File: src/rtl/sar_pkg.sv
package sar_pkg;
  typedef enum logic {
    SAR_IDLE    = 1'b0,
    SAR_CONVERT = 1'b1
  } sar_state_t;
endpackage

File: src/rtl/sar_bit_walker.sv
// One-hot pointer to the bit under test; walks from MSB to LSB.
module sar_bit_walker #(
  parameter int WIDTH = 8
) (
  input  logic             clk,
  input  logic             rst,
  input  logic             launch,
  input  logic             advance,
  output logic [WIDTH-1:0] ptr,
  output logic             last
);
  localparam logic [WIDTH-1:0] MSB_ONLY = {1'b1, {(WIDTH-1){1'b0}}};

  always_ff @(posedge clk) begin
    if (rst)          ptr <= '0;
    else if (launch)  ptr <= MSB_ONLY;
    else if (advance) ptr <= ptr >> 1;
  end

  assign last = ptr[0];
endmodule

File: src/rtl/sar_trial_reg.sv
// Trial code register: keeps or drops the tested bit, then sets the next one.
module sar_trial_reg #(
  parameter int WIDTH = 8
) (
  input  logic             clk,
  input  logic             rst,
  input  logic             launch,
  input  logic             advance,
  input  logic [WIDTH-1:0] ptr,
  input  logic             cmp_above,
  output logic [WIDTH-1:0] code,
  output logic [WIDTH-1:0] decided
);
  localparam logic [WIDTH-1:0] MSB_ONLY = {1'b1, {(WIDTH-1){1'b0}}};

  assign decided = cmp_above ? code : (code & ~ptr);

  always_ff @(posedge clk) begin
    if (rst)          code <= '0;
    else if (launch)  code <= MSB_ONLY;
    else if (advance) code <= decided | (ptr >> 1);
  end
endmodule

File: src/rtl/sar_result_hold.sv
// Holds the last finished code and the completion flag.
module sar_result_hold #(
  parameter int WIDTH = 8
) (
  input  logic             clk,
  input  logic             rst,
  input  logic             launch,
  input  logic             finish,
  input  logic [WIDTH-1:0] final_code,
  output logic [WIDTH-1:0] result,
  output logic             done
);
  always_ff @(posedge clk) begin
    if (rst) begin
      result <= '0;
      done   <= 1'b0;
    end else if (finish) begin
      result <= final_code;
      done   <= 1'b1;
    end else if (launch) begin
      done   <= 1'b0;
    end
  end
endmodule

File: src/rtl/sar_conv_ctrl.sv
module sar_conv_ctrl #(
  parameter int WIDTH = 8
) (
  input  logic             clk,
  input  logic             rst,
  input  logic             start,
  input  logic             cmp_above,
  output logic [WIDTH-1:0] dac_code,
  output logic             busy,
  output logic [WIDTH-1:0] result,
  output logic             done
);
  import sar_pkg::*;

  sar_state_t       state;
  logic             launch, advance, finish, last;
  logic [WIDTH-1:0] ptr, decided;

  assign launch  = (state == SAR_IDLE) && start;
  assign advance = (state == SAR_CONVERT);
  assign finish  = advance && last;

  always_ff @(posedge clk) begin
    if (rst)         state <= SAR_IDLE;
    else if (launch) state <= SAR_CONVERT;
    else if (finish) state <= SAR_IDLE;
  end

  assign busy = (state == SAR_CONVERT);

  sar_bit_walker #(.WIDTH(WIDTH)) u_walker (
    .clk(clk), .rst(rst), .launch(launch), .advance(advance),
    .ptr(ptr), .last(last)
  );

  sar_trial_reg #(.WIDTH(WIDTH)) u_trial (
    .clk(clk), .rst(rst), .launch(launch), .advance(advance),
    .ptr(ptr), .cmp_above(cmp_above), .code(dac_code), .decided(decided)
  );

  sar_result_hold #(.WIDTH(WIDTH)) u_hold (
    .clk(clk), .rst(rst), .launch(launch), .finish(finish),
    .final_code(decided), .result(result), .done(done)
  );
endmodule

File: config.mk
export PLATFORM = sky130hd
export DESIGN_NAME = sar_conv_ctrl
export DESIGN_NICKNAME = d
export VERILOG_FILES = /design/src/rtl/sar_pkg.sv /design/src/rtl/sar_bit_walker.sv /design/src/rtl/sar_trial_reg.sv /design/src/rtl/sar_result_hold.sv /design/src/rtl/sar_conv_ctrl.sv
export SDC_FILE = /design/constraint.sdc
export NUM_CORES = 1
export LEC_CHECK = 0
export BUFFER_PORTS_ARGS = -buffer_cell sky130_fd_sc_hd__buf_2
export CAP_MARGIN = 0
export CORE_MARGIN = 10
export CORE_UTILIZATION = 50
export DETAILED_ROUTE_END_ITERATION = 6
export PLACE_DENSITY = 0.76
export SETUP_SLACK_MARGIN = 0.2
export SYNTH_ARGS = -nofsm -noshare
export SYNTH_HDL_FRONTEND = slang
export SYNTH_SLANG_ARGS = --single-unit
File: constraint.sdc
create_clock -name clk -period 1.59 [get_ports clk]
set_clock_uncertainty 0.2 [all_clocks]
set_input_delay 0.318 -clock clk [delete_from_list [all_inputs] [get_ports clk]]
set_output_delay 0.318 -clock clk [all_outputs]
set_load 0.01 [all_outputs]
==> summary.txt, run 1 <==
Outcome
  • Outcome: finished clean

Clock tree
  • Worst-skew pair later-pin latency: slightly above 300 ps
  • CTS Hold Bufs: 0
  • Clk slew on worst S/H paths: 120 ps
  • H-tree lvl count: 1
  • Sink Count: 26
  • Num CTS Buffers: 3
  • Clock root buffer: clkbuf_4
  • Longest Clk Path Bufs: 2
  • CTS tree: done

Logic synthesis
  • Multiplexer share of the synthesized area: 0
  • Synth Cell Area: approximately 1100 sq um
  • Combinational family with the most area after synthesis: compound AO/OA/AOI/OAI gates
  • Ys Warns: 0
  • Register area share after synthesis: 0.492
  • Synth Area in XOR/XNOR: 0
  • Simple-Gate Fraction of Synth Area: 0.167
  • Syn Inst Count: about 110
  • Post-synth EDFFs: 0
  • Mapped Nets: 117
  • Syn avg cell area: roughly 9.4 sq um
  • Asr flop ratio synth: 0
  • Top_reg_cell synth: dfxtp_1
  • Yosys cell types: 22
  • #FFs+latches synth: 26
  • Post-synthesis adder-cell area fraction: 0
  • Synth Area in Compound Gates: 0.252

Timing
  • Tcrit/Tclk final: 0.844
  • Slew Viols, Final: 0
  • Final hold slack: 105 ps
  • RSZ-0062 raised after global routing: no
  • Setup violators final: 0
  • Worst slew pin tran: around 250 ps
  • Setup WS post-layout: 248 ps
  • Fmax: 745 MHz
  • Fin. Hold Viols: 0
  • Crit path time final: approximately 1300 ps
  • Slew margin rel.: 0.830
  • Setup TNS: 0 ps

Floorplan
  • # IOs: 22
  • Core area: between 1500 and 2000 sq um
  • Die area: 4350 sq um
  • Die X: between 60 and 70 um
  • Die height: 66.0 um
  • Placement Rows: 16
  • Starting Density: 0.533

Layout
  • Ant diodes: 0
  • Fill cell count: 184
  • Layout cells sized above 1: 0.311
  • Area grow syn2layout: 14.4%
  • Reg area: between 500 and 600 sq um
  • Core Util, Final: 0.610
  • Most frequent cells in the layout: 24 x a21oi_1, 21 x buf_2, 20 x dfxtp_1
  • Most common cell after layout, fill and taps aside: a21oi_1
  • NumNets Final: roughly 140
  • Design Area, Final: about 1200 sq um
  • Multi-input logic area: between 400 and 500 sq um

Placement
  • Post-DP Area: between 1000 and 1500 sq um
  • DP Worst Slack: 177 ps
  • GP Congestion: slightly above 0.7
  • Detail Placement HPWL: around 1.6 mm
  • I/O Buffers: 21

Flow run
  • Max-cap viol count: 0

Route
  • DR WL/cell: about 14 um
  • DRC Markers: 0
  • Wirelength, routed: roughly 2.3 mm
  • Routed Antenna Nets: 0
  • DRT iter0 DRCs: 40
  • Drt first pass iters: 4
  • DR vias: between 800 and 900
  • Vias/cell: ~5.4

Setup path
  • WP data arrival: 820 ps
  • Worst EP required: 1070 ps
  • Max incr delay on CP: approximately 370 ps
  • Slowest CP cell: dfxtp_1
  • Crit-path cells: buf_2
  • CP max FO: 3
  • Top Family by Delay on Critical Path: flip-flops
  • Critical path type: reg2out
  • Bufs and invs on worst path: 1
  • Crit end category: primary output
  • Critical Path Source Type: register

GRT
  • GRT Overall Usage: 0.106
  • First-pass GRT wire length: around 3.7 mm
  • Initial antenna violation count: 0
  • Largest net degree at the start of global routing: 28
  • Grt total ovfl: 0
  • Vias in the first global route: 794

Hold path
  • Hold/Removal Path Class: in2reg

Power and ir drop
  • LEAKAGE: between 0.4 and 0.5 nW
  • Worst VDD drop: 0.529 mV
  • Pwr/cell area: about 850 nW/um^2
## where the power goes
part	total [mW]	internal [mW]	switching [mW]
registers	0.667	0.660	0.00750
logic	0.102	0.0435	0.0586
clock network	0.261	0.0885	0.173
## repair_timing
item	in CTS	in global routing
gates cloned	0	0
gates resized for setup	2	6
setup endpoints to repair	6	6
buffers inserted	3	0
## final timing paths
kind | slack, ps | endpoint | startpoint | cells after the start
setup reg to reg | 280 | u_trial.code[4] | busy | 4
hold / removal | 100 | u_walker.ptr[7] | start | 3
setup / recovery | 250 | dac_code[3] | u_trial.code[3] | 1
hold reg to reg | 260 | u_hold.result[1] | u_hold.result[1] | 2
## cell families (layout without fill, tap and decap cells)
kind of cell / after synthesis / in the layout
flops: 26 / 26
buf+inv: 16 / 35
simple gates: 31 / 31
compound gates: 40 / 40
## cells in the mapped netlist, types with 3 or more instances
master	instances	area share
a21oi_1	24	0.11
a311oi_1	5	0.041
buf_2	3	0.014
buf_6	3	0.032
dfxtp_1	26	0.49
inv_1	7	0.025
nand2_1	14	0.050
nand2b_1	8	0.047
o2111ai_1	6	0.050
## through the flow
| step | total power [mW] | std cells |
|---|---|---|
| 2_1_floorplan | 0.758 | 113 |
| 3_5_place_dp | 0.772 | 153 |
| 4_1_cts | 1.04 | 159 |
| 5_1_grt | 1.08 | 159 |
| 6_report | 1.03 | 159 |
| 3_3_place_gp | 0.770 | 153 |
## registers in the layout (all words and copies together) (netlist names)
name / cells
busy: 1
u_hold.done: 1
u_hold.result: 8
u_trial.code: 8
u_walker.ptr: 8
## final cells by class
cell class | instances | area share
Tap cell | 27 | 0.0279
Timing Repair Buffer | 25 | 0.122
Multi-Input combinational cell | 71 | 0.371
Inverter | 7 | 0.0217
Sequential cell | 26 | 0.438
Clock buffer | 3 | 0.0186
## worst register-to-register path, cell delays in order (launching register included)
cell	delay [ps]
dfxtp_4	380
buf_4	120
buf_12	150
nand2_1	100
a311oi_2	280
## routing by layer
| layer | up-vias | GRT usage | wire, um |
|---|---|---|---|
| met5 | - | 0 | 0 |
| met4 | 0 | 0.0628 | 34 |
| met3 | 4 | 0.0492 | 183 |
| met2 | 18 | 0.145 | 1020 |
| met1 | 390 | 0.131 | 1050 |
| li1 | 443 | - | - |
No activity file was read; power rests on OpenSTA's default activity.
==> run 2, diff against run 1 <==
CORE_UTILIZATION = 47   (was 50)
PLACE_DENSITY = 0.75   (was 0.76)
clock period = 1.1 ns   (was 1.59 ns; I/O delays follow)
==> run 2 against run 1 <==
  * The run now ends with negative setup slack left
  * Sequential share of layout area is 12 points lower
  * Non-clock buffer count is 21 higher
  * Design area is 43% higher
  * Final cell count is 16% higher
  * Wire length is 54% higher
==> summary.txt, run 2 (synthesis results as in run 1) <==
Clock tree
  • Worst-skew pair later-pin latency: 330 ps (+20 ps)
  • Sink Count: 26 (unchanged)
  • Num CTS Buffers: 3 (unchanged)
  • H-tree lvl count: 1 (unchanged)
  • Longest Clk Path Bufs: 2 (unchanged)
  • Clk slew on worst S/H paths: 150 ps (+30 ps)
  • Clock root buffer: clkbuf_4
  • CTS tree: done

Setup path
  • Top Family by Delay on Critical Path: flip-flops
  • WP data arrival: 930 ps (+110 ps)
  • Most frequent CP cell: buf_6
  • Crit end category: primary output
  • Slowest CP cell: dfxtp_4
  • Critical Path Source Type: register
  • CP max FO: 2 (-1)
  • Max incr delay on CP: 380 ps (about the same)
  • Critical path type: reg2out
  • Crit-path cells: buf_6 -> buf_6
  • Bufs and invs on worst path: 2 (+1)
  • Worst EP required: 680 ps (-390 ps)

Timing
  • Setup violators final: 43 (+43)
  • Fin. Hold Viols: 0 (unchanged)
  • Slew margin rel.: 0.795 (-0.0349)
  • Slew Viols, Final: 0 (unchanged)
  • Fmax: between 700 and 800 MHz
  • Setup TNS: -6680 ps (-6680 ps)
  • Worst slew pin tran: 307 ps (+54.6 ps)
  • Crit path time final: approximately 1300 ps
  • Final hold slack: 8.38 ps (-96.6 ps)
  • Setup WS post-layout: -246 ps (-494 ps)
  • Tcrit/Tclk final: 1.22
  • RSZ-0062 raised after global routing: yes

Floorplan
  • Placement Rows: 17 (+1)
  • Die area: 4550 sq um (+4.4%)
  • Die height: 67.4 um (+2.2%)
  • Core area: 2170 sq um (+9.5%)
  • # IOs: 22 (unchanged)
  • Die X: 67.4 um (+2.2%)
  • Starting Density: 0.487 (-0.0461)

GRT
  • Grt total ovfl: 0 (unchanged)
  • Initial antenna violation count: 0 (unchanged)
  • GRT Overall Usage: 0.136 (+0.0299)
  • Largest net degree at the start of global routing: 16 (-43%)
  • First-pass GRT wire length: 4.79 mm (+30%)
  • Vias in the first global route: 972 (+22%)

Route
  • DRC Markers: 0 (unchanged)
  • DR WL/cell: 19.2 um (+33%)
  • Vias/cell: 5.80 (+7.9%)
  • Wirelength, routed: 3.53 mm (+54%)
  • Routed Antenna Nets: 0 (unchanged)
  • DRT iter0 DRCs: 60 (+50%)
  • DR vias: 1068 (+25%)
  • Drt first pass iters: 4 (unchanged)

Layout
  • Largest regs: u_hold.result x8, u_trial.code x8, u_walker.ptr x8
  • Fill cell count: 135 (-27%)
  • Reg area: 547 sq um (+3.1%)
  • NumNets Final: 161 (+17%)
  • Ant diodes: 0 (unchanged)
  • Most common cell after layout, fill and taps aside: buf_6
  • Layout cells sized above 1: 0.628 (+0.318)
  • Post-route insts no fill: 184 (+16%)
  • Multi-input logic area: 599 sq um (+33%)
  • Area grow syn2layout: 63.7%
  • Most frequent cells in the layout: 22 x buf_6, 18 x buf_4, 18 x dfxtp_2

Outcome
  • Outcome: finished, violations left
  • Failing checks: negative setup slack

Placement
  • I/O Buffers: 21 (unchanged)
  • DP Worst Slack: -110 ps (-287 ps)
  • Detail Placement HPWL: 1.63 mm (+3.3%)
  • Placed cell count: 161 (+5.2%)
  • GP Congestion: 0.702 (-3.5%)

Flow run
  • Max-cap viol count: 0 (unchanged)

Power and ir drop
  • LEAKAGE: 0.634 nW (+45%)
  • Worst VDD drop: 1.41 mV (+170%)
  • Pwr/cell area: 1120 nW/um^2 (+31%)

Hold path
  • Hold/Removal Path Class: in2reg
run 2: final timing paths:
| kind | depth (start not counted) | start | to | slack [ps] |
|---|---|---|---|---|
| min | 3 | start | u_walker.ptr[7] | 8 |
| max | 2 | busy | busy | -250 |
| min reg2reg | 2 | u_hold.result[5] | u_hold.result[5] | 270 |
| max reg2reg | 4 | busy | u_trial.code[5] | -230 |
run 2: layout make-up:
| cell class | count | area share |
|---|---|---|
| multi-input cells | 73 | 0.346 |
| flip-flops and latches | 26 | 0.316 |
| repair buffers | 46 | 0.272 |
| well taps | 28 | 0.0202 |
| clock inverters | 1 | 0.0174 |
| inverters | 7 | 0.0152 |
| clock buffers | 3 | 0.0130 |
run 2: tightest hold or removal path: stages:
cell and delay [ps]:
buf_2 130, nor2_1 110, nor3_2 60
run 2: per-stage QoR:
stage / instance area (sq um) / total power [mW] / utilization
4_1_cts: 1610 / 1.86 / 0.740
2_1_floorplan: 1060 / 1.10 / -
6_report: 1730 / 1.93 / 0.798
5_1_grt: 1730 / 1.96 / 0.798
3_5_place_dp: 1210 / 1.13 / 0.557
3_3_place_gp: 1210 / 1.13 / 0.557
run 2: timing repair:
action,in CTS,in global routing
endpoints found under the setup margin,44,44
gates resized for setup,51,14
endpoints found under the hold margin,0,0
gates cloned,2,2
hold buffers,0,0
pin swaps,15,9
buffers inserted,11,4
run 2: per-layer routing:
| layer | global-route usage | vias to the layer above | routed length (um) |
|---|---|---|---|
| met2 | 0.231 | 45 | 1750 |
| met1 | 0.158 | 523 | 1460 |
| met3 | 0.0397 | 8 | 244 |
| met5 | 0 | - | 0 |
| met4 | 0.0487 | 0 | 73 |
| li1 | - | 492 | - |
run 2: report_power, final:
part	internal [mW]	total [mW]	switching (mW)
combinational	0.150	0.285	0.136
clock	0.369	0.680	0.311
sequential	0.954	0.966	0.0112
total	1.47	1.93	0.458
